**src/rtl/scanirq_pkg.sv**
```systemverilog
package scanirq_pkg;

    typedef enum logic [1:0] {
        SEL_LOAD = 2'd0,
        SEL_ACK  = 2'd1,
        SEL_OFF  = 2'd2,
        SEL_ON   = 2'd3
    } reg_sel_e;

    typedef struct packed {
        logic load;
        logic ack;
        logic off;
        logic on;
    } cpu_cmd_t;

    function automatic cpu_cmd_t decode_cmd(input logic wen, input logic [1:0] sel);
        cpu_cmd_t c;
        c = '0;
        if (wen) begin
            case (reg_sel_e'(sel))
                SEL_LOAD: c.load = 1'b1;
                SEL_ACK:  c.ack  = 1'b1;
                SEL_OFF:  c.off  = 1'b1;
                SEL_ON:   c.on   = 1'b1;
                default:  c      = '0;
            endcase
        end
        return c;
    endfunction

endpackage

```
**src/rtl/scanirq_fetch_detect.sv**
```systemverilog
module scanirq_fetch_detect #(
    parameter int SYNC_STAGES = 2,
    parameter int NT_RUN      = 4
) (
    input  logic clk,
    input  logic rst,
    input  logic a13_raw,
    input  logic rd_n_raw,
    output logic line_end
);
    localparam int RUN_W = $clog2(NT_RUN + 1);

    logic [SYNC_STAGES-1:0] a13_sync;
    logic [SYNC_STAGES-1:0] rd_sync;
    logic                   rd_last;
    logic [RUN_W-1:0]       run_cnt;
    logic                   a13_now, rd_now, fetch_evt, nt_fetch, run_full;

    generate
        if (SYNC_STAGES == 1) begin : g_sync1
            always_ff @(posedge clk) begin
                if (rst) begin
                    a13_sync <= '0;
                    rd_sync  <= '1;
                end else begin
                    a13_sync <= a13_raw;
                    rd_sync  <= rd_n_raw;
                end
            end
        end else begin : g_syncn
            always_ff @(posedge clk) begin
                if (rst) begin
                    a13_sync <= '0;
                    rd_sync  <= '1;
                end else begin
                    a13_sync <= {a13_sync[SYNC_STAGES-2:0], a13_raw};
                    rd_sync  <= {rd_sync[SYNC_STAGES-2:0], rd_n_raw};
                end
            end
        end
    endgenerate

    assign a13_now   = a13_sync[SYNC_STAGES-1];
    assign rd_now    = rd_sync[SYNC_STAGES-1];
    assign fetch_evt = rd_last & ~rd_now;
    assign nt_fetch  = fetch_evt & a13_now;
    assign run_full  = (run_cnt == RUN_W'(NT_RUN - 1));
    assign line_end  = nt_fetch & run_full;

    always_ff @(posedge clk) begin
        if (rst) begin
            rd_last <= 1'b1;
            run_cnt <= '0;
        end else begin
            rd_last <= rd_now;
            if (fetch_evt) begin
                if (!a13_now || run_full) run_cnt <= '0;
                else                      run_cnt <= run_cnt + 1'b1;
            end
        end
    end

    AST_RUN_BELOW_LIMIT: assert property (@(posedge clk) disable iff (rst)
        run_cnt < RUN_W'(NT_RUN));
    AST_PATTERN_FETCH_CLEARS: assert property (@(posedge clk) disable iff (rst)
        (fetch_evt && !a13_now) |=> (run_cnt == '0));
    AST_NO_EDGE_HOLDS_RUN: assert property (@(posedge clk) disable iff (rst)
        !fetch_evt |=> $stable(run_cnt));

endmodule

```
**src/rtl/scanirq_line_counter.sv**
```systemverilog
module scanirq_line_counter #(
    parameter int CNT_W = 8
) (
    input  logic             clk,
    input  logic             rst,
    input  logic             load,
    input  logic [CNT_W-1:0] load_val,
    input  logic             line_end,
    output logic             expire
);
    logic [CNT_W-1:0] count;
    logic [CNT_W-1:0] latch;
    logic             at_end;

    assign at_end = (count <= CNT_W'(1));
    assign expire = line_end & ~load & at_end;

    always_ff @(posedge clk) begin
        if (rst) begin
            count <= '0;
            latch <= '0;
        end else if (load) begin
            count <= load_val;
            latch <= load_val;
        end else if (line_end) begin
            if (at_end) count <= latch;
            else        count <= count - 1'b1;
        end
    end

    AST_LOAD_TAKES: assert property (@(posedge clk) disable iff (rst)
        load |=> (count == $past(load_val) && latch == $past(load_val)));
    AST_LATCH_HELD: assert property (@(posedge clk) disable iff (rst)
        !load |=> $stable(latch));
    AST_STEP_DOWN: assert property (@(posedge clk) disable iff (rst)
        (line_end && !load && count > CNT_W'(1)) |=> (count == $past(count) - 1'b1));
    AST_WRAP_FROM_LATCH: assert property (@(posedge clk) disable iff (rst)
        expire |=> (count == $past(latch)));

endmodule

```
**src/rtl/scanirq_irq_ctrl.sv**
```systemverilog
module scanirq_irq_ctrl
    import scanirq_pkg::*;
(
    input  logic     clk,
    input  logic     rst,
    input  cpu_cmd_t cmd,
    input  logic     expire,
    output logic     irq_n
);
    logic irq_en;
    logic pending;

    always_ff @(posedge clk) begin
        if (rst) begin
            irq_en  <= 1'b0;
            pending <= 1'b0;
        end else begin
            if (cmd.on)  irq_en <= 1'b1;
            if (cmd.off) irq_en <= 1'b0;
            if (cmd.ack || cmd.off)      pending <= 1'b0;
            else if (expire && irq_en)   pending <= 1'b1;
        end
    end

    assign irq_n = ~pending;

    AST_RESET_STATE: assert property (@(posedge clk)
        rst |=> (irq_n && !irq_en));
    AST_CLEAR_RELEASES: assert property (@(posedge clk) disable iff (rst)
        (cmd.ack || cmd.off) |=> irq_n);
    AST_RAISE_ON_EXPIRY: assert property (@(posedge clk) disable iff (rst)
        (expire && irq_en && !cmd.ack && !cmd.off) |=> !irq_n);
    AST_HOLD_LOW: assert property (@(posedge clk) disable iff (rst)
        (!irq_n && !cmd.ack && !cmd.off) |=> !irq_n);
    AST_MASKED_QUIET: assert property (@(posedge clk) disable iff (rst)
        !irq_en |-> irq_n);

endmodule

```
**src/rtl/scanirq_top.sv**
```systemverilog
module scanirq_top
    import scanirq_pkg::*;
#(
    parameter int CNT_W       = 8,
    parameter int SYNC_STAGES = 2,
    parameter int NT_RUN      = 4
) (
    input  logic             clk,
    input  logic             rst,
    input  logic             ppu_a13,
    input  logic             ppu_rd_n,
    input  logic             wr_en,
    input  logic [1:0]       wr_sel,
    input  logic [CNT_W-1:0] wr_data,
    output logic             irq_n
);
    cpu_cmd_t cmd;
    logic     line_end;
    logic     expire;

    assign cmd = decode_cmd(wr_en, wr_sel);

    scanirq_fetch_detect #(
        .SYNC_STAGES(SYNC_STAGES),
        .NT_RUN     (NT_RUN)
    ) u_detect (
        .clk     (clk),
        .rst     (rst),
        .a13_raw (ppu_a13),
        .rd_n_raw(ppu_rd_n),
        .line_end(line_end)
    );

    scanirq_line_counter #(
        .CNT_W(CNT_W)
    ) u_count (
        .clk     (clk),
        .rst     (rst),
        .load    (cmd.load),
        .load_val(wr_data),
        .line_end(line_end),
        .expire  (expire)
    );

    scanirq_irq_ctrl u_irq (
        .clk   (clk),
        .rst   (rst),
        .cmd   (cmd),
        .expire(expire),
        .irq_n (irq_n)
    );

endmodule

```
**config.mk**
```make
export PLATFORM = sky130hd
export DESIGN_NAME = scanirq_top
export DESIGN_NICKNAME = d
export VERILOG_FILES = /design/src/rtl/scanirq_pkg.sv /design/src/rtl/scanirq_fetch_detect.sv /design/src/rtl/scanirq_line_counter.sv /design/src/rtl/scanirq_irq_ctrl.sv /design/src/rtl/scanirq_top.sv
export SDC_FILE = /design/constraint.sdc
export NUM_CORES = 1
export LEC_CHECK = 0
export BUFFER_PORTS_ARGS = -buffer_cell sky130_fd_sc_hd__buf_2
export CORE_UTILIZATION = 59
export CTS_BUF_LIST = sky130_fd_sc_hd__clkbuf_8
export CTS_CLUSTER_SIZE = 8
export DETAILED_ROUTE_END_ITERATION = 7
export PLACE_DENSITY = 0.78
export SLEW_MARGIN = 30
export SYNTH_ARGS = -nofsm -noshare
export SYNTH_HDL_FRONTEND = slang
export SYNTH_SLANG_ARGS = --single-unit
```
**constraint.sdc**
```tcl
create_clock -name clk -period 1.6 [get_ports clk]
set_input_delay 0.08 -clock clk [delete_from_list [all_inputs] [get_ports clk]]
set_output_delay 0.08 -clock clk [all_outputs]
set_load 0.02 [all_outputs]
```
After elaboration in Yosys (flattened, before gate mapping)
Index checks and enable logic that the tools add are counted.
{"block": "totals", "register_bits": 26, "inputBits": 15, "word_cells": 40}
{"block": "op_classes", "add_sub_neg": 2, "order_cmp": 1, "n_eq_ne": 4, "mux": 9, "bitwise_logic": 8, "reduce_logical": 8}
{"op": "$mux W8", "count": 3}
{"op": "$le A8 B1 Y1 const B", "count": 1}
{"op": "$sub A8 B1 Y8 const B", "count": 1}
{"op": "$and A1 B1 Y1", "count": 5}
{"op": "$eq A2 B2 Y1 const B", "count": 2}
{"op": "$mux W1", "count": 4}
{"op": "$mux W4", "count": 1}
{"op": "$reduce_or A2 Y1", "count": 2}
{"op": "$add A3 B1 Y3 const B", "count": 1}
{"op": "$eq A3 B2 Y1 const B", "count": 1}
{"op": "$mux W3", "count": 1}
{"op": "$not A1 Y1", "count": 3}
{"op": "$eq A2 B1 Y1 const B", "count": 1}
{"op": "$logic_not A2 Y1", "count": 1}
{"op": "$logic_or A1 B1 Y1", "count": 2}
{"op": "$reduce_bool A2 Y1", "count": 1}
{"op": "$logic_and A1 B1 Y1", "count": 1}
{"op": "$logic_not A1 Y1", "count": 1}

Logic depth before layout (Yosys ltp)
{"block": "logic_depth", "word_depth": 7, "mapped_depth": 8}

Hierarchy
A second synthesis with hierarchy kept.
{"block": "unflattened", "hier_cells": 138, "area_unflattened_um2": 1297.5}
{"module": "scanirq_line_counter", "instances": 1, "cells_per_inst": 99, "area_each_um2": 872.1, "seq_area_each_um2": 320.3}
{"module": "scanirq_fetch_detect", "instances": 1, "cells_per_inst": 28, "area_each_um2": 317.8, "seq_area_each_um2": 160.2}
{"module": "scanirq_irq_ctrl", "instances": 1, "cells_per_inst": 7, "area_each_um2": 70.1, "seq_area_each_um2": 40.0}
{"module": "scanirq_top", "instances": 1, "cells_per_inst": 4, "area_each_um2": 37.5, "seq_area_each_um2": 0.0}

Worst setup path before layout
Ideal clock, no wire load.
{"block": "synth_path", "path_kind": "reg2reg", "from": "register u_detect.run_cnt[0]", "to": "register u_count.count[7]", "arrival_ns": 1.356, "t_required_ns": 1.475, "path_slack_ns": 0.119, "path_stages_with_launch": 7, "synth_period_minus_slack_ns": 1.481, "path_cell_list": "dfxtp_1 -> ha_1 -> ha_1 -> nand4b_4 -> nor2_1 -> o2111ai_1 -> nor3b_1"}
{"block": "synth_via", "elab_chain_cells": 3}
{"element": "start, declared", "line_no": "scanirq_fetch_detect.sv:16", "rtl": "logic [RUN_W-1:0] run_cnt;"}
{"element": "start signal, assigned", "line_no": "scanirq_fetch_detect.sv:58", "rtl": "else run_cnt <= run_cnt + 1'b1;"}
{"element": "$eq A3 B2 Y1", "line_no": "scanirq_fetch_detect.sv:47", "rtl": "assign run_full = (run_cnt == RUN_W'(NT_RUN - 1));"}
{"element": "$and A1 B1 Y1", "line_no": "scanirq_fetch_detect.sv:48", "rtl": "assign line_end = nt_fetch & run_full;"}
{"element": "$reduce_bool A2 Y1 (no source line)"}
{"element": "end signal, assigned", "line_no": "scanirq_line_counter.sv:23", "rtl": "count <= load_val;"}
{"element": "end signal, assigned", "line_no": "scanirq_line_counter.sv:26", "rtl": "if (at_end) count <= latch;"}
{"element": "end signal, assigned", "line_no": "scanirq_line_counter.sv:27", "rtl": "else count <= count - 1'b1;"}
{"element": "end, declared", "line_no": "scanirq_line_counter.sv:11", "rtl": "logic [CNT_W-1:0] count;"}
Every way passes these cells.
A chain may end at the register's enable or synchronous reset.

Final worst setup path
{"block": "layout_path", "from": "register u_count.count[1]", "to": "register u_count.count[6]"}
{"block": "layout_via", "elab_chain_cells": 4, "elab_cells_between_ends": 5, "cone_classes": "1 x add/sub; 1 x order compare; 3 x mux"}
{"element": "$sub A8 B1 Y8 or $le A8 B1 Y1 (tied branches)", "line_no": "scanirq_line_counter.sv:27, scanirq_line_counter.sv:15"}
{"element": "$mux W8 (*)", "line_no": "scanirq_line_counter.sv:26"}
{"element": "$mux W8 (*)", "line_no": "scanirq_line_counter.sv:25", "rtl": "end else if (line_end) begin"}
{"element": "$mux W8 (*)", "line_no": "scanirq_line_counter.sv:22", "rtl": "end else if (load) begin"}
Every way passes the cells marked *; elsewhere a longest branch is shown, timed or not. The select of a mux whose other input is x is not followed.

==> impl_summary.log <==
INFO  metric ys_types = 36
INFO  metric die_area = 2320 sq um
INFO  metric drt-vias-per-instance = 5.54
INFO  metric initialDrtViolationCount = 24
INFO  metric globalRouteOverflowTotal = 0
INFO  metric clockBufferDepth = 2
INFO  metric grt_pass1_vias = 931
INFO  metric route.antenna.remaining_nets = 0
INFO  metric final_period_minus_worst_setup_slack = 1550 ps
INFO  metric initial_core_util = 0.635
INFO  metric dpl.hpwl = ~1800 um
INFO  metric crit-reg2reg-launch = u_count.count[1]
INFO  metric synth.yosys.warnings = 0
INFO  metric clock-root-buffer = sky130_fd_sc_hd__clkbuf_8
INFO  metric route.vias.total = 1063
INFO  metric place_congestion = a little over 0.8
INFO  metric fmax = 0.646 GHz
INFO  metric max_capacitance_violation_count = 0
INFO  metric critPathRequiredTime = 1790 ps
INFO  metric timing.final.hold_violations = 0
INFO  metric timing.critical_path.from_type = register
INFO  metric grt_max_degree = 27
INFO  metric final-setup-viol-count = 0
INFO  metric cells_after_synth = ~140
INFO  metric grt_first_pass_wirelength = slightly below 4000 um
INFO  metric remaining_drc_errors = 0
INFO  metric tritoncts = built
INFO  metric yosys_register_bits = 26
INFO  metric criticalPathCategory = reg2reg
INFO  metric postSynthNetCount = 163
INFO  metric totalWireLength = 2590 um
INFO  metric io_buffers = 15
INFO  metric worstSetupEndpointType = register
INFO  metric worst_hold_start = ppu_a13
INFO  metric nNetsFinal = 186
INFO  metric rr_worst_depth = 7
INFO  metric regToRegSetupSlack = 50 ps
INFO  metric grt_use_total = 0.241
INFO  metric fp-row-count = 16
INFO  metric clock_sink_count = 26
INFO  metric final.setup.tns = 0 ps
INFO  metric min_path_type = in2reg
INFO  metric drt_pass1_iterations = 5
INFO  metric die_w = 48.2 um
INFO  metric fin_cells = 192
INFO  metric static-leakage-power = 0.601 nW
INFO  metric antenna_found_initial = 0
INFO  metric hold-path-cell-count = 2
INFO  metric number_of_placed_i_o_pins = 16
INFO  metric core_area = 1980 sq um
INFO  metric n_antenna_cell = 0
INFO  metric max_slew_violation_count = 0
INFO  metric maximum_fanout_along_the_worst_path = 3
INFO  metric maximum_vdd_drop = 0.758 mV
INFO  metric finalHoldWorstSlack = 25.0 ps
INFO  metric power.density = 857 nW/um^2
INFO  metric syn_area_per_cell = between 8 and 9 sq um
INFO  metric fraction_of_the_yosys_area_taken_by_sequential_cells = 0.414
INFO  metric clk_latency = 260 ps
INFO  metric finalCoreUtilization = 0.764
INFO  metric worst-slew-pin-transition = 466 ps
INFO  metric cts-buffers-inserted = 3
INFO  metric die_height = 48.2 um
INFO  metric crit_arrival = 1740 ps
INFO  metric wire_per_inst = 13.5 um
INFO  metric syn_to_final_growth = 20.3%
INFO  metric post-place-cells = 187
INFO  metric drive_gt1_frac = 0.291
INFO  metric min_period_over_period = 0.967
INFO  metric max_slew_margin = 0.689
INFO  metric r2r-end = u_count.count[6]
INFO  metric fill_cells = 139
INFO  metric skew = 3.61 ps
INFO  metric status = finished, final reports clean
INFO  metric unrepaired_setup_endpoints_after_global_routing = true
INFO  metric fin_total_pwr = 1.30 mW
INFO  metric synth.cell_area = 1260 sq um
INFO  metric hold_path_end = u_detect.a13_sync[0]
INFO  metric clk_pin_slew_worst_paths = about 80 ps
INFO  metric htree_num_levels = 1
-- flip-flops by register name, indices dropped and copies added, names as in the netlist --
| register | count |
|---|---|
| u_detect.a13_sync | 2 |
| u_detect.rd_sync | 2 |
| u_detect.rd_last | 1 |
| u_count.latch | 8 |
| u_irq.pending | 1 |
| u_count.count | 8 |
| u_detect.run_cnt | 3 |
| u_irq.irq_en | 1 |
-- through the flow --
step                area [sq um]  worst slack [ps]
finish                      1510              52.2
global route                1510             -42.8
CTS                         1470              12.9
detailed placement          1390             -40.1
global placement            1390              35.9
floorplan                   1260               119
-- repair_timing --
action | in CTS | in global routing
hold buffers | 1 | 0
gates resized for setup | 6 | 10
hold endpoints to repair | 1 | 0
pin swaps | 0 | 4
endpoints found under the setup margin | 7 | 9
setup buffers | 0 | 1
-- layer usage --
layer	up-vias	GRT usage	part of all wire
met1	497	0.283	0.45
met2	23	0.443	0.52
met3	4	0.0333	0.022
met5	-	0	0
met4	0	0.0833	0.011
li1	539	-	-
-- cell type report --
type                    instances  area (sq um)  area share
multi-input cells             107           752       0.497
clock buffers                   3          41.3      0.0273
inverters                       5          18.8      0.0124
well taps                      27          33.8      0.0223
flip-flops and latches         26           523       0.345
repair buffers                 24           145      0.0959
-- how the worst max path moves through the flow --
stage,from,endpoint,slack (ps),cells past startpoint
2_1_floorplan,u_detect.run_cnt[0],u_count.count[7],120,6
3_3_place_gp,u_count.count[0],u_count.count[5],40,7
3_5_place_dp,u_count.count[0],u_count.count[5],-40,7
4_1_cts,u_count.count[0],u_count.count[6],10,7
5_1_grt,u_count.count[1],u_count.count[5],-40,6
6_report,u_count.count[1],u_count.count[6],50,7
-- Yosys cell counts --
| library cell | n | share of area |
|---|---|---|
| sky130_fd_sc_hd__inv_1 | 5 | 0.015 |
| sky130_fd_sc_hd__a21oi_1 | 10 | 0.040 |
| sky130_fd_sc_hd__nor4_4 | 1 | 0.017 |
| sky130_fd_sc_hd__and2_1 | 2 | 0.0099 |
| sky130_fd_sc_hd__nand3_1 | 2 | 0.0080 |
| sky130_fd_sc_hd__buf_6 | 1 | 0.0089 |
| sky130_fd_sc_hd__and3b_2 | 1 | 0.0080 |
| sky130_fd_sc_hd__nor3_4 | 1 | 0.013 |
| sky130_fd_sc_hd__or2_2 | 3 | 0.015 |
| sky130_fd_sc_hd__ha_1 | 4 | 0.040 |
| sky130_fd_sc_hd__nand4b_4 | 1 | 0.019 |
| sky130_fd_sc_hd__o2111ai_1 | 1 | 0.0070 |
| sky130_fd_sc_hd__nor3b_2 | 1 | 0.0099 |
| sky130_fd_sc_hd__a31oi_1 | 1 | 0.0050 |
| sky130_fd_sc_hd__nor2b_1 | 2 | 0.0099 |
| sky130_fd_sc_hd__a22oi_1 | 2 | 0.012 |
| sky130_fd_sc_hd__a21oi_2 | 1 | 0.0070 |
| sky130_fd_sc_hd__nand2_1 | 29 | 0.086 |
| sky130_fd_sc_hd__xor2_1 | 2 | 0.014 |
| sky130_fd_sc_hd__a211oi_1 | 5 | 0.030 |
| sky130_fd_sc_hd__nand3b_2 | 1 | 0.0089 |
| sky130_fd_sc_hd__o22ai_1 | 5 | 0.025 |
| sky130_fd_sc_hd__nand2b_1 | 1 | 0.0050 |
| sky130_fd_sc_hd__nor3b_1 | 3 | 0.018 |
| sky130_fd_sc_hd__a211oi_2 | 2 | 0.020 |
| sky130_fd_sc_hd__xnor2_1 | 4 | 0.028 |
| sky130_fd_sc_hd__a211o_1 | 1 | 0.0070 |
| sky130_fd_sc_hd__buf_2 | 1 | 0.0040 |
| sky130_fd_sc_hd__o21ai_1 | 4 | 0.016 |
| sky130_fd_sc_hd__nor3_1 | 2 | 0.0080 |
| sky130_fd_sc_hd__o2bb2ai_1 | 1 | 0.0070 |
| sky130_fd_sc_hd__o21bai_1 | 1 | 0.0060 |
| sky130_fd_sc_hd__clkbuf_1 | 4 | 0.012 |
| sky130_fd_sc_hd__dfxtp_1 | 26 | 0.41 |
| sky130_fd_sc_hd__mux2i_1 | 2 | 0.016 |
| sky130_fd_sc_hd__nor2_1 | 11 | 0.033 |
-- kinds of logic after synthesis --
family          after synthesis  share of synthesized area
compound gates               34                      0.181
xor+xnor                      6                     0.0417
fa+ha+maj                     4                     0.0398
buf+inv                      11                     0.0398
flops                        26                      0.414
mux                           2                     0.0159
simple gates                 61                      0.268
-- power by group --
group / internal (mW) / total [mW] / switching [mW]
sequential: 0.670 / 0.694 / 0.0233
clock: 0.168 / 0.355 / 0.187
combinational: 0.120 / 0.249 / 0.129
-- critical path: stages (launching register included) --
cell and delay [ps]:
sky130_fd_sc_hd__dfxtp_1 320, sky130_fd_sc_hd__inv_1 100, sky130_fd_sc_hd__ha_4 160, sky130_fd_sc_hd__nor3b_4 190, sky130_fd_sc_hd__nor3b_4 210, sky130_fd_sc_hd__xor2_1 200
sky130_fd_sc_hd__nand3_1 120, sky130_fd_sc_hd__a211oi_2 180
-- cells in the final DEF, fill, tap and decap left out, types with 2 or more instances in the layout --
master	netlist	routed
sky130_fd_sc_hd__clkbuf_8	0	3
sky130_fd_sc_hd__nor2b_1	2	2
sky130_fd_sc_hd__nand2_1	29	28
sky130_fd_sc_hd__dfxtp_2	0	2
sky130_fd_sc_hd__or2_2	3	3
sky130_fd_sc_hd__and2_1	2	2
sky130_fd_sc_hd__nor3_1	2	2
sky130_fd_sc_hd__a21oi_1	10	10
sky130_fd_sc_hd__a22oi_1	2	2
sky130_fd_sc_hd__inv_1	5	4
sky130_fd_sc_hd__dfxtp_1	26	24
sky130_fd_sc_hd__nor3b_1	3	2
sky130_fd_sc_hd__nor3b_4	0	2
sky130_fd_sc_hd__o22ai_1	5	5
sky130_fd_sc_hd__o21ai_1	4	4
sky130_fd_sc_hd__nor2_1	11	9
sky130_fd_sc_hd__a211oi_2	2	3
sky130_fd_sc_hd__nand3_1	2	2
sky130_fd_sc_hd__ha_1	4	2
sky130_fd_sc_hd__buf_4	0	8
sky130_fd_sc_hd__buf_2	1	15
sky130_fd_sc_hd__xnor2_1	4	4
sky130_fd_sc_hd__a211oi_1	5	4
sky130_fd_sc_hd__xor2_1	2	2
sky130_fd_sc_hd__mux2i_1	2	2
Note: power is estimated with default switching activity, not from simulation.
